--- src/rtl/bp_seq_pkg.sv ---
package bp_seq_pkg;
  parameter int ADDR_W = 16;
  parameter int PROG_W = 6;
  parameter int UF_W   = 8;

  typedef struct packed {
    logic              active;
    logic              do_cs;
    logic              missed;
    logic              smask0;
    logic              back_t;
    logic [PROG_W-1:0] prog;
    logic [ADDR_W-1:0] next_ptr;
    logic [ADDR_W-1:0] back_ptr;
  } sitd_t;

  localparam int DESC_W = $bits(sitd_t);

  typedef enum logic [1:0] {
    RES_CONT   = 2'd0,
    RES_ADV    = 2'd1,
    RES_SSPLIT = 2'd2
  } res_e;

  typedef enum logic [2:0] {
    ST_IDLE,
    ST_RD_PREV,
    ST_EVAL,
    ST_WR_PREV,
    ST_WR_CUR
  } st_e;
endpackage

--- src/rtl/bp_hop_decide.sv ---
module bp_hop_decide
  import bp_seq_pkg::*;
#(
  parameter int UFW = UF_W
) (
  input  sitd_t          cur,
  input  logic [UFW-1:0] uf,
  output logic           take_hop
);
  localparam logic [UFW-1:0] UF_FIRST  = UFW'(1);
  localparam logic [UFW-1:0] UF_SECOND = UFW'(2);

  logic eligible;
  logic wrap_first;
  logic wrap_second;

  always_comb begin
    eligible    = cur.active && cur.do_cs;
    wrap_first  = (uf == UF_FIRST)  && !cur.back_t;
    wrap_second = (uf == UF_SECOND) && !cur.smask0;
    take_hop    = eligible && (wrap_first || wrap_second);
  end
endmodule

--- src/rtl/bp_prev_advance.sv ---
module bp_prev_advance
  import bp_seq_pkg::*;
(
  input  sitd_t prev,
  input  logic  test_a,
  input  logic  test_b,
  input  logic  cs_finish,
  output logic  wr_en,
  output sitd_t upd
);
  always_comb begin
    upd   = prev;
    wr_en = 1'b0;
    if (prev.active) begin
      if (prev.do_cs) begin
        if (test_a && test_b) begin
          wr_en      = 1'b1;
          upd.prog   = prev.prog + PROG_W'(1);
          upd.active = !cs_finish;
        end
      end else begin
        wr_en      = 1'b1;
        upd.active = 1'b0;
        upd.missed = 1'b1;
      end
    end
  end
endmodule

--- src/rtl/bp_mem_req.sv ---
module bp_mem_req #(
  parameter int AW = 16,
  parameter int DW = 43
) (
  input  logic          clk,
  input  logic          rst,
  input  logic          load,
  input  logic          load_we,
  input  logic [AW-1:0] load_addr,
  input  logic [DW-1:0] load_data,
  input  logic          ready,
  output logic          valid,
  output logic          we,
  output logic [AW-1:0] addr,
  output logic [DW-1:0] wdata,
  output logic          fire
);
  assign fire = valid && ready;

  always_ff @(posedge clk) begin
    if (rst) begin
      valid <= 1'b0;
      we    <= 1'b0;
      addr  <= '0;
      wdata <= '0;
    end else if (load) begin
      valid <= 1'b1;
      we    <= load_we;
      addr  <= load_addr;
      wdata <= load_data;
    end else if (fire) begin
      valid <= 1'b0;
    end
  end
endmodule

--- src/rtl/bp_seq.sv ---
module bp_seq
  import bp_seq_pkg::*;
#(
  parameter int AW  = ADDR_W,
  parameter int UFW = UF_W,
  parameter int DW  = DESC_W
) (
  input  logic           clk,
  input  logic           rst,
  input  logic           job_valid,
  output logic           job_ready,
  input  logic [DW-1:0]  job_desc,
  input  logic [AW-1:0]  job_addr,
  input  logic [UFW-1:0] job_uf,
  input  logic           test_a,
  input  logic           test_b,
  input  logic           cs_finish,
  output logic           mem_valid,
  input  logic           mem_ready,
  output logic           mem_we,
  output logic [AW-1:0]  mem_addr,
  output logic [DW-1:0]  mem_wdata,
  input  logic [DW-1:0]  mem_rdata,
  output logic           done,
  output logic [1:0]     done_code,
  output logic [AW-1:0]  done_ptr,
  output logic [DW-1:0]  done_desc
);
  localparam logic [UFW-1:0] UF_FIRST = UFW'(1);

  st_e          st_q;
  sitd_t        cur_q;
  sitd_t        prev_q;
  logic [AW-1:0] cur_addr_q;
  logic [UFW-1:0] uf_q;

  sitd_t        job_s;
  sitd_t        resumed;
  sitd_t        prev_upd;
  logic         take_hop;
  logic         prev_wr;
  logic         accept;
  logic         fire;
  logic         resume;

  logic          ld;
  logic          ld_we;
  logic [AW-1:0] ld_addr;
  logic [DW-1:0] ld_data;

  assign job_s     = sitd_t'(job_desc);
  assign job_ready = (st_q == ST_IDLE);
  assign accept    = job_valid && job_ready;

  always_comb begin
    resumed       = cur_q;
    resumed.do_cs = 1'b0;
  end

  bp_hop_decide #(.UFW(UFW)) u_hop (
    .cur      (job_s),
    .uf       (job_uf),
    .take_hop (take_hop)
  );

  bp_prev_advance u_adv (
    .prev      (prev_q),
    .test_a    (test_a),
    .test_b    (test_b),
    .cs_finish (cs_finish),
    .wr_en     (prev_wr),
    .upd       (prev_upd)
  );

  // resume the saved descriptor once the previous one is inactive
  always_comb begin
    resume = 1'b0;
    if (st_q == ST_EVAL && !prev_wr && !prev_q.active) resume = 1'b1;
    if (st_q == ST_WR_PREV && fire && !prev_q.active)  resume = 1'b1;
  end

  always_comb begin
    ld      = 1'b0;
    ld_we   = 1'b0;
    ld_addr = '0;
    ld_data = '0;
    if (accept && take_hop) begin
      ld      = 1'b1;
      ld_addr = job_s.back_ptr;
    end else if (st_q == ST_EVAL && prev_wr) begin
      ld      = 1'b1;
      ld_we   = 1'b1;
      ld_addr = cur_q.back_ptr;
      ld_data = DW'(prev_upd);
    end else if (resume) begin
      ld      = 1'b1;
      ld_we   = 1'b1;
      ld_addr = cur_addr_q;
      ld_data = DW'(resumed);
    end
  end

  bp_mem_req #(.AW(AW), .DW(DW)) u_req (
    .clk       (clk),
    .rst       (rst),
    .load      (ld),
    .load_we   (ld_we),
    .load_addr (ld_addr),
    .load_data (ld_data),
    .ready     (mem_ready),
    .valid     (mem_valid),
    .we        (mem_we),
    .addr      (mem_addr),
    .wdata     (mem_wdata),
    .fire      (fire)
  );

  always_ff @(posedge clk) begin
    if (rst) begin
      st_q       <= ST_IDLE;
      cur_q      <= '0;
      prev_q     <= '0;
      cur_addr_q <= '0;
      uf_q       <= '0;
      done       <= 1'b0;
      done_code  <= RES_CONT;
      done_ptr   <= '0;
      done_desc  <= '0;
    end else begin
      done <= 1'b0;
      unique case (st_q)
        ST_IDLE: begin
          if (accept) begin
            cur_q      <= job_s;
            cur_addr_q <= job_addr;
            uf_q       <= job_uf;
            if (take_hop) begin
              st_q <= ST_RD_PREV;
            end else begin
              done      <= 1'b1;
              done_code <= RES_CONT;
              done_ptr  <= job_addr;
              done_desc <= job_desc;
            end
          end
        end
        ST_RD_PREV: begin
          if (fire) begin
            prev_q <= sitd_t'(mem_rdata);
            st_q   <= ST_EVAL;
          end
        end
        ST_EVAL: begin
          if (prev_wr) begin
            prev_q <= prev_upd;
            st_q   <= ST_WR_PREV;
          end else if (prev_q.active) begin
            done      <= 1'b1;
            done_code <= RES_ADV;
            done_ptr  <= prev_q.next_ptr;
            done_desc <= DW'(cur_q);
            st_q      <= ST_IDLE;
          end else begin
            cur_q <= resumed;
            st_q  <= ST_WR_CUR;
          end
        end
        ST_WR_PREV: begin
          if (fire) begin
            if (prev_q.active) begin
              done      <= 1'b1;
              done_code <= RES_ADV;
              done_ptr  <= prev_q.next_ptr;
              done_desc <= DW'(cur_q);
              st_q      <= ST_IDLE;
            end else begin
              cur_q <= resumed;
              st_q  <= ST_WR_CUR;
            end
          end
        end
        ST_WR_CUR: begin
          if (fire) begin
            done      <= 1'b1;
            done_code <= (uf_q == UF_FIRST && cur_q.smask0) ? RES_SSPLIT : RES_CONT;
            done_ptr  <= cur_addr_q;
            done_desc <= DW'(cur_q);
            st_q      <= ST_IDLE;
          end
        end
        default: st_q <= ST_IDLE;
      endcase
    end
  end
endmodule

--- config.mk ---
export PLATFORM = sky130hd
export DESIGN_NAME = bp_seq
export DESIGN_NICKNAME = d
export VERILOG_FILES = /design/src/rtl/bp_seq_pkg.sv /design/src/rtl/bp_hop_decide.sv /design/src/rtl/bp_prev_advance.sv /design/src/rtl/bp_mem_req.sv /design/src/rtl/bp_seq.sv
export SDC_FILE = /design/constraint.sdc
export NUM_CORES = 1
export LEC_CHECK = 0
export ABC_AREA = 0
export BUFFER_PORTS_ARGS = -buffer_cell sky130_fd_sc_hd__clkbuf_2
export CORE_ASPECT_RATIO = 2
export CORE_UTILIZATION = 56
export DETAILED_ROUTE_END_ITERATION = 12
export PLACE_DENSITY = 0.81
export SYNTH_ARGS = -nofsm -noshare
export SYNTH_HDL_FRONTEND = slang
export SYNTH_HIERARCHICAL = 1
export SYNTH_SLANG_ARGS = --single-unit
--- constraint.sdc ---
create_clock -name clk -period 4.3 [get_ports clk]
set_input_delay 0.43 -clock clk [delete_from_list [all_inputs] [get_ports clk]]
set_output_delay 0.43 -clock clk [all_outputs]
set_load 0.02 [all_outputs]
==> results of run 1 <==
logic make-up after synthesis:
| group | after synthesis |
|---|---|
| simple gates | 500 |
| compound gates | 403 |
| flops | 236 |
| buf+inv | 185 |
| mux | 113 |
| xor+xnor | 5 |
| fa+ha+maj | 1 |
routing by layer:
metal	part of all wire, %	global-route usage [%]
met3	6.3	3.99
met4	9.7	32.7
met2	50	60.5
met5	0	0
met1	34	37.1
synth_stat cells, types with 2 or more instances:
| cell | count | area, µm² |
|---|---|---|
| sky130_fd_sc_hd__buf_2 | 38 | 190 |
| sky130_fd_sc_hd__a21oi_1 | 173 | 866 |
| sky130_fd_sc_hd__nor3_1 | 23 | 115 |
| sky130_fd_sc_hd__nor2b_1 | 8 | 50.1 |
| sky130_fd_sc_hd__nor3_2 | 2 | 20.0 |
| sky130_fd_sc_hd__nand4_1 | 2 | 12.5 |
| sky130_fd_sc_hd__a311oi_1 | 59 | 517 |
| sky130_fd_sc_hd__mux2_2 | 21 | 236 |
| sky130_fd_sc_hd__dfxtp_1 | 236 | 4720 |
| sky130_fd_sc_hd__nor2_1 | 125 | 469 |
| sky130_fd_sc_hd__o41ai_2 | 22 | 358 |
| sky130_fd_sc_hd__o31ai_1 | 16 | 120 |
| sky130_fd_sc_hd__nand2_1 | 245 | 920 |
| sky130_fd_sc_hd__and3_1 | 2 | 12.5 |
| sky130_fd_sc_hd__nor4b_2 | 3 | 45.0 |
| sky130_fd_sc_hd__mux2i_1 | 92 | 921 |
| sky130_fd_sc_hd__xnor2_1 | 3 | 26.3 |
| sky130_fd_sc_hd__nor4_1 | 3 | 18.8 |
| sky130_fd_sc_hd__buf_8 | 6 | 90.1 |
| sky130_fd_sc_hd__clkbuf_1 | 87 | 327 |
| sky130_fd_sc_hd__xor2_1 | 2 | 17.5 |
| sky130_fd_sc_hd__o21ai_0 | 83 | 415 |
| sky130_fd_sc_hd__o211ai_1 | 38 | 285 |
| sky130_fd_sc_hd__nand3_1 | 65 | 325 |
| sky130_fd_sc_hd__nor2_2 | 2 | 12.5 |
| sky130_fd_sc_hd__buf_4 | 35 | 263 |
| sky130_fd_sc_hd__inv_1 | 6 | 22.5 |
| sky130_fd_sc_hd__nand3b_1 | 2 | 15.0 |
| sky130_fd_sc_hd__and2_1 | 3 | 18.8 |
| sky130_fd_sc_hd__buf_1 | 7 | 26.3 |
| sky130_fd_sc_hd__buf_6 | 6 | 67.6 |
| sky130_fd_sc_hd__nor3b_1 | 2 | 15.0 |
| sky130_fd_sc_hd__nand2b_1 | 4 | 25.0 |
stage by stage:
stage	hold WS, ns	power, mW	utilization [%]	cell area (µm²)	setup WS [ns]
floorplan	0.432	2.61	-	11800	2.02
global placement	0.441	2.79	61.4	12600	0.997
detailed placement	0.456	2.80	61.4	12600	0.843
CTS	0.162	4.83	65.0	13300	0.895
global route	0.181	4.96	65.1	13300	0.669
finish	0.166	4.84	65.1	13300	0.822
flip-flops by register name, indices dropped and copies added, names as in the netlist:
signal / count
cur_addr_q: 16
u_req/we: 1
done_code: 2
uf_q: 8
prev_q: 43
u_req/wdata: 43
st_q: 3
done_desc: 43
done: 1
u_req/valid: 1
u_req/addr: 16
done_ptr: 16
cur_q: 43
path summary, 6_finish.rpt:
check | from | endpoint | slack [ns] | cells past startpoint
setup / recovery | st_q[1] | u_req/addr[12] | 0.82 | 5
hold / removal | job_addr[1] | cur_addr_q[1] | 0.17 | 3
setup reg to reg | st_q[1] | u_req/addr[12] | 0.82 | 5
hold reg to reg | uf_q[7] | uf_q[7] | 0.46 | 2
power by group:
part | leakage (nW) | switching (mW) | internal, mW
combinational | 2.90 | 0.286 | 0.157
clock | 0.367 | 0.855 | 1.22
sequential | 1.93 | 0.0658 | 2.25
total | 5.19 | 1.21 | 3.64
area by class of cell:
type	instances	area (µm²)	share of cell area [%]
Antenna cell	3	7.51	0.0564
Clock buffer	27	558	4.19
Clock inverter	11	184	1.38
Inverter	6	22.5	0.169
Multi-Input combinational cell	1022	6100	45.9
Sequential cell	236	4720	35.5
Tap cell	266	333	2.50
Timing Repair Buffer	263	1380	10.4
worst reg2reg max path, stage by stage (launching register included):
cell,delay (ns)
sky130_fd_sc_hd__dfxtp_1,0.72
sky130_fd_sc_hd__nor2b_4,0.64
sky130_fd_sc_hd__nand2_2,0.52
sky130_fd_sc_hd__nand2_4,0.97
sky130_fd_sc_hd__mux2i_1,0.40
sky130_fd_sc_hd__nor2_1,0.07
==> reports/results.tsv, run 1 <==
metric	value	unit
clock insertion delay at the later pin of the skew report	0.51	ns
sequential-to-total area share from yosys stat	40.2	%
gate family responsible for the most delay along the worst path	simple AND/OR/NAND/NOR gates	
number of buffers on the longest clock path	3	
aggregate global-route resource usage	35.0	%
pin count of the biggest net entering global routing	103	
clock tree from TritonCTS	yes	
Iter 0 DRT Violations	883	
TritonCTS buffer count	21	
Max VDD drop	0.267	mV
total of hold buffers inserted after clock tree synthesis	0	
final setup violation count	0	
adder-cell share of the synthesized area	0.106	%
share of the synthesized area in compound gates (AO/OA/AOI/OAI)	22.7	%
buffers and inverters on the worst path	0	
number of slew-limit violations in the final report	0	
post-cts resize count	0	
number of non-filler instances in the completed layout	1834	
wire length of the first global-routing pass	58.9	mm
maximum clock rate	288	MHz
Row Count	74	
total half-perimeter wirelength after legalization and detailed placement	26.9	mm
count of buffers inserted at the top-level ports	240	
Max transition margin	23.6	%
max-capacitance violation count	0	
number of placed I/O pins	241	
setup repair after global routing missed its margin	false	
multiplexer fraction of the synthesized cell area	9.84	%
ys flop type	sky130_fd_sc_hd__dfxtp_1	
number of buffers inserted by post-CTS setup repair	0	
worst-path cell chain	nor2b_4 > nand2_2 > nand2_4 > mux2i_1 > nor2_1	
run status	finished clean	
WP data required	4.66	ns
post-synth net total	1561	
share of async-settable or async-resettable flops after synthesis	0	%
number of instances in the synthesized netlist	1443	
fin crit period	3.48	ns
Filler Cell Count	1776	
remaining design rule violation count	0	
initial antenna violation count	2	
overall die width	104	µm
static leakage	5.19	nW
slowest CP cell	sky130_fd_sc_hd__nand2_4	
delay of the slowest critical-path stage	0.97	ns
Overflow after GRT	0	
vias after detailed routing	11500	
Critical Setup Path Class	register to register	
number of hold violations in the final report	0	
ratio of routed vias to standard cells	6.25	
floorplan core area	20500	µm²
number of global-route vias before repair	10900	
Netlist Area Pre-Place	11800	µm²
xor-xnor portion of the synthesized cell area	0.372	%
crit share post-route	80.9	%
Clk Tree Root Cell	sky130_fd_sc_hd__clkbuf_16	
leading cell type in the layout, fill and taps excluded	sky130_fd_sc_hd__nand2_1	
drt wl/cell	21.2	µm
CP arrival	3.84	ns
sort of element at the start of the critical path	register	
simple-gate area share of the yosys netlist	18.4	%
number of synthesized flops with an enable pin	0	
post-synthesis cell type count	55	
total power divided by cell area	364	nW/µm²
Die Ht	207	µm
count of state elements after synthesis	236	
total negative slack for setup checks	0	ns
highest-count cells in the layout ignoring fill and taps	242 x sky130_fd_sc_hd__nand2_1, 239 x sky130_fd_sc_hd__clkbuf_2, 236 x sky130_fd_sc_hd__dfxtp_1, 172 x sky130_fd_sc_hd__a21oi_1, 123 x sky130_fd_sc_hd__nor2_1	
initial cell density of the core	57.5	%
count of H-tree levels built during CTS	1	
critical path peak fanout	61	
path type of the worst min-delay path	primary input to register	
count of TritonRoute iterations in the first routing pass	5	
post-detailed-route count of antenna-violating nets	0	
proportion of layout cells with a drive suffix above 1	23.3	%
Layout Nets	1668	
largest clock skew in the final design	0.0164	ns
syn_area_per_cell	8.15	µm²
Layout area overhead	13.3	%
slew at the pin with the worst max-slew slack	1.15	ns
routability cong.	0.900	
type of destination of the critical path	register	
TritonCTS sink count	236	
largest family of logic cells by synthesized area	compound AO/OA/AOI/OAI gates	
Yosys warning count	6	
die area	21600	µm²
routed wire length	38.9	mm
number of cells after detailed placement	1793	
Clock Pin Slew Worst Setup and Hold Paths	0.07	ns
Note: power is estimated with default switching activity, not from simulation.
==> run 2: changes to the inputs <==
Settings changed: ABC_AREA 0 to 1, CORE_UTILIZATION 56 to 55, PLACE_DENSITY 0.81 to 0.8.
Clock period 4.3 ns to 3.26 ns, I/O delays scaled along.
==> run 2 against run 1 <==
- critical path depth grew 5
- area after synthesis fell by 2.0%
- clock skew is 0.010 ns lower
- maximum frequency is 30% higher
- power rose by 97%
- largest power group unchanged
- via count is 3.1% higher
- sequential share of layout area rose by 0.45 points
- register-to-register slack worse by 0.24 ns
- worst hold slack lost 0.080 ns
==> reports/results.tsv, run 2 <==
metric	value	unit
Clock Pin Slew Worst Setup and Hold Paths	0.07	ns
routed wire length	36.2	mm
count of state elements after synthesis	236	
leading cell type in the layout, fill and taps excluded	sky130_fd_sc_hd__nand2_1	
ratio of routed vias to standard cells	5.35	
fin crit period	2.68	ns
buffers and inverters on the worst path	4	
TritonCTS sink count	236	
largest clock skew in the final design	0.00593	ns
initial antenna violation count	2	
Iter 0 DRT Violations	1062	
post-route setup slack	0.578	ns
die area	21600	µm²
max-capacitance violation count	0	
number of synthesized flops with an enable pin	0	
Max transition margin	15.7	%
post-synth net total	1912	
number of cells after detailed placement	2169	
cell types with the highest counts after synthesis	576 x sky130_fd_sc_hd__nand2_1, 267 x sky130_fd_sc_hd__nor2_1, 236 x sky130_fd_sc_hd__dfxtp_1	
sort of element at the start of the critical path	register	
adder-cell share of the synthesized area	0.109	%
xor-xnor portion of the synthesized cell area	0.228	%
clock tree from TritonCTS	yes	
worst-path cell chain	inv_1 > a21oi_1 > nand3_2 > clkinv_1 > buf_4 > nor2_1 > o21ai_4 > buf_4 > o21ai_0 > nor2_1	
wire length of the first global-routing pass	55.1	mm
Yosys warning count	6	
routability cong.	0.927	
pin count of the biggest net entering global routing	123	
number of non-filler instances in the completed layout	2208	
gate family responsible for the most delay along the worst path	buffers and inverters	
setup slack, reg-to-reg	0.58	ns
TritonCTS buffer count	21	
static leakage	6.48	nW
maximum clock rate	373	MHz
path type of the worst min-delay path	primary input to register	
Filler Cell Count	1968	
flip-flop and latch area	4720	µm²
placed cell area	12500	µm²
count of buffers inserted at the top-level ports	240	
highest-count cells in the layout ignoring fill and taps	575 x sky130_fd_sc_hd__nand2_1, 265 x sky130_fd_sc_hd__nor2_1, 239 x sky130_fd_sc_hd__clkbuf_2, 236 x sky130_fd_sc_hd__dfxtp_1, 139 x sky130_fd_sc_hd__o21ai_0	
Netlist Area Pre-Place	11500	µm²
Layout Nets	2044	
remaining design rule violation count	0	
Worst Hold Margin	0.0860	ns
total of hold buffers inserted after clock tree synthesis	0	
overall die width	104	µm
Layout area overhead	14.1	%
crit share post-route	82.3	%
WP data required	3.69	ns
number of buffers inserted by post-CTS setup repair	0	
delay of the slowest critical-path stage	0.56	ns
Row Count	74	
ys flop type	sky130_fd_sc_hd__dfxtp_1	
drt wl/cell	16.4	µm
vias after detailed routing	11800	
critical path peak fanout	35	
number of instances in the synthesized netlist	1794	
post-detailed-route count of antenna-violating nets	0	
initial cell density of the core	56.3	%
most repeated cell in the gate-level netlist after synthesis	sky130_fd_sc_hd__nand2_1	
total negative slack for setup checks	0	ns
syn_area_per_cell	6.42	µm²
total power divided by cell area	725	nW/µm²
Synth area leaders	sky130_fd_sc_hd__dfxtp_1 41%, sky130_fd_sc_hd__nand2_1 19%, sky130_fd_sc_hd__nor2_1 8.7%	
Die Ht	207	µm
area leader, netlist	sky130_fd_sc_hd__dfxtp_1	
slew at the pin with the worst max-slew slack	1.26	ns
clock insertion delay at the later pin of the skew report	0.50	ns
number of hold violations in the final report	0	
number of placed I/O pins	241	
Overflow after GRT	0	
final setup violation count	0	
multiplexer fraction of the synthesized cell area	0	%
final core occ	64.3	%
count of TritonRoute iterations in the first routing pass	5	
slowest CP cell	sky130_fd_sc_hd__dfxtp_1	
final design area excluding fillers	13100	µm²
number of buffers on the longest clock path	3	
CP arrival	3.11	ns
multi-input gate area in the final layout	5510	µm²
simple-gate area share of the yosys netlist	34.0	%
setup repair after global routing missed its margin	false	
worst-case setup slack after placement	0.693	ns
run status	finished clean	
Tot Pwr	9.53	mW
type of destination of the critical path	register	
Critical Setup Path Class	register to register	
number of slew-limit violations in the final report	0	
number of global-route vias before repair	10500	
Max VDD drop	0.539	mV
share of async-settable or async-resettable flops after synthesis	0	%
proportion of layout cells with a drive suffix above 1	16.5	%
total half-perimeter wirelength after legalization and detailed placement	25.1	mm
share of the synthesized area in compound gates (AO/OA/AOI/OAI)	13.1	%
post-synthesis cell type count	31	
top cell type's share of synthesized area	41.0	%
post-cts resize count	0	
floorplan core area	20500	µm²
aggregate global-route resource usage	32.2	%
Clk Tree Root Cell	sky130_fd_sc_hd__clkbuf_16	
count of H-tree levels built during CTS	1	
sequential-to-total area share from yosys stat	41.0	%
largest family of logic cells by synthesized area	simple AND/OR/NAND/NOR gates	
run 2: worst paths after layout:
| path | endpoint | depth (start not counted) | start |
|---|---|---|---|
| hold reg to reg | uf_q[6] | 2 | uf_q[6] |
| setup reg to reg | u_req/addr[6] | 10 | prev_q[42] |
| setup / recovery | u_req/addr[6] | 10 | prev_q[42] |
| hold / removal | cur_addr_q[4] | 3 | job_addr[4] |
run 2: metal layers:
metal	global-route usage, %	vias up	share of wire (%)
met2	55.9	540	49
met4	23.5	0	7.3
met1	36.5	5262	37
met5	0	-	0
met3	3.58	131	6.8
li1	-	5889	-
run 2: cell type report:
| class | instances | share of cell area [%] |
|---|---|---|
| multi-input cells | 1272 | 41.9 |
| flip-flops and latches | 236 | 35.9 |
| repair buffers | 262 | 10.6 |
| clock buffers | 28 | 4.43 |
| inverters | 133 | 3.80 |
| well taps | 266 | 2.53 |
| clock inverters | 8 | 0.752 |
| diodes | 3 | 0.0571 |
run 2: kinds of logic after synthesis:
logic type | after synthesis
xor gates and xnor gates | 3
buffers and inverters | 286
adders and majority gates | 1
and+or+nand+nor | 983
DFF | 236
AOI/OAI and AO/OA | 285
run 2: report_power, final:
group | total (mW) | switching, mW | internal [mW]
clock | 2.53 | 1.11 | 1.42
combinational | 3.16 | 2.22 | 0.942
sequential | 3.83 | 0.391 | 3.44
total | 9.53 | 3.72 | 5.80
run 2: worst min-delay path: stages:
cell                       delay, ns
sky130_fd_sc_hd__clkbuf_2       0.09
sky130_fd_sc_hd__nand3_1        0.07
sky130_fd_sc_hd__a21oi_1        0.06
==> run 3: changes to the inputs <==
Settings changed: ABC_AREA 1 to 0.
Clock period 3.26 ns to 2.6 ns, I/O delays scaled along.
==> run 3 against run 2 <==
- sequential power is essentially flat
- critical path type unchanged
- die area increased by 2.0%
- clock skew up 0.0068 ns
- sequential cell count stayed put
==> reports/results.tsv, run 3 (synthesis gave the netlist of run 1 again) <==
metric	value	unit
run status	finished clean	
path type of the worst min-delay path	primary input to register	
Max VDD drop	0.536	mV
sort of element at the start of the critical path	register	
number of placed I/O pins	241	
flip-flop and latch area	4720	µm²
Layout Nets	1711	
number of global-route vias before repair	11000	
vias after detailed routing	11600	
Row Count	75	
Die Ht	209	µm
wire length on met2	19.1	mm
final design area excluding fillers	13700	µm²
initial cell density of the core	56.2	%
static leakage	5.38	nW
total power divided by cell area	563	nW/µm²
cell depth of the worst hold path	3	
count of H-tree levels built during CTS	1	
Clk Tree Root Cell	sky130_fd_sc_hd__clkbuf_16	
pin count of the biggest net entering global routing	124	
placed cell area	12900	µm²
wire length on met3	3.02	mm
multi-input gate area in the final layout	6100	µm²
total negative slack for setup checks	0	ns
count of TritonRoute iterations in the first routing pass	6	
Critical Setup Path Class	register to register	
Max transition margin	55.1	%
TritonCTS sink count	236	
overall die width	105	µm
leading cell type in the layout, fill and taps excluded	sky130_fd_sc_hd__nand2_1	
initial antenna violation count	1	
number of slew-limit violations in the final report	0	
ratio of routed vias to standard cells	6.21	
total half-perimeter wirelength after legalization and detailed placement	27.4	mm
met1 wire length	13.6	mm
fin crit period	2.47	ns
die area	22000	µm²
proportion of layout cells with a drive suffix above 1	24.0	%
number of hold violations in the final report	0	
highest metal used	met4	
clock tree from TritonCTS	yes	
critical path peak fanout	18	
max-capacitance violation count	0	
post-cts resize count	0	
Filler Cell Count	1795	
Tot Pwr	7.72	mW
number of buffers on the longest clock path	3	
clock insertion delay at the later pin of the skew report	0.51	ns
routability cong.	0.930	
final core occ	65.5	%
largest clock skew in the final design	0.0128	ns
crit share post-route	94.9	%
aggregate global-route resource usage	35.1	%
routed wire length	39.7	mm
drt wl/cell	21.2	µm
Worst Hold Margin	0.0109	ns
setup repair after global routing missed its margin	false	
TritonCTS buffer count	21	
maximum clock rate	405	MHz
Worst Setup SP	st_q[2]	
source of the worst hold timing path	job_desc[22]	
type of destination of the critical path	register	
Clock Pin Slew Worst Setup and Hold Paths	0.07	ns
remaining design rule violation count	0	
Overflow after GRT	0	
Layout area overhead	16.5	%
slew at the pin with the worst max-slew slack	0.672	ns
final setup violation count	0	
Worst Reg2Reg Path Length in Cells	5	
reg2reg start	st_q[2]	
WP data required	2.94	ns
floorplan core area	20900	µm²
CP arrival	2.81	ns
count of buffers inserted at the top-level ports	240	
post-detailed-route count of antenna-violating nets	0	
highest-count cells in the layout ignoring fill and taps	242 x sky130_fd_sc_hd__nand2_1, 239 x sky130_fd_sc_hd__clkbuf_2, 236 x sky130_fd_sc_hd__dfxtp_1, 172 x sky130_fd_sc_hd__a21oi_1, 123 x sky130_fd_sc_hd__nor2_1	
Iter 0 DRT Violations	1006	
wire length of the first global-routing pass	59.9	mm
## run 3: changes by cell type in the layout (fill, tap and decap cells not counted), moves of 58 or more
cell	delta
sky130_fd_sc_hd__inv_1	-120
sky130_fd_sc_hd__a311oi_1	+59
sky130_fd_sc_hd__mux2i_1	+92
sky130_fd_sc_hd__nor2_1	-142
sky130_fd_sc_hd__a21oi_1	+58
sky130_fd_sc_hd__nand2_1	-333
## run 3: metal layers
layer,track usage [%],vias up
met5,0,-
met2,58.3,635
met4,32.5,0
met1,38.0,5464
li1,-,5366
met3,5.24,167
## run 3: path summary, 6_finish.rpt
kind              slack, ns            end
hold reg to reg        0.46        uf_q[7]
hold / removal         0.01      cur_q[22]
setup / recovery       0.13  done_desc[16]
setup reg to reg       0.13  done_desc[16]
## run 3: cell type report
class | count | share of cell area, %
Multi-Input combinational cell | 1022 | 44.6
Tap cell | 269 | 2.46
Antenna cell | 1 | 0.0183
Sequential cell | 236 | 34.5
Inverter | 6 | 0.164
Clock inverter | 4 | 0.512
Timing Repair Buffer | 306 | 13.6
Clock buffer | 30 | 4.23
## run 3: what timing repair did
action / 4_1_cts / 5_1_grt
buffers inserted: 0 / 0
hold buffers: 17 / 0
hold endpoints to repair: 17 / 0
## run 3: worst max-delay path: stages, from the launching register on
cell and delay [ns]:
sky130_fd_sc_hd__dfxtp_1 0.70, sky130_fd_sc_hd__buf_4 0.25, sky130_fd_sc_hd__nor2b_4 0.07, sky130_fd_sc_hd__a211o_2 0.46, sky130_fd_sc_hd__nor2_2 0.59, sky130_fd_sc_hd__a311oi_1 0.21
## run 3: power breakdown
group	switching, mW	total (mW)	internal [mW]
Sequential	0.117	3.85	3.73
Combinational	0.475	0.772	0.297
Clock	1.36	3.10	1.74
## run 3: through the flow
step                      std cells  worst slack [ns]
after floorplan                1443             0.319
after global placement         1822             0.346
after detailed placement       1822             0.230
after CTS                      1873             0.202
after global routing           1874            0.0542
final                          1874             0.132
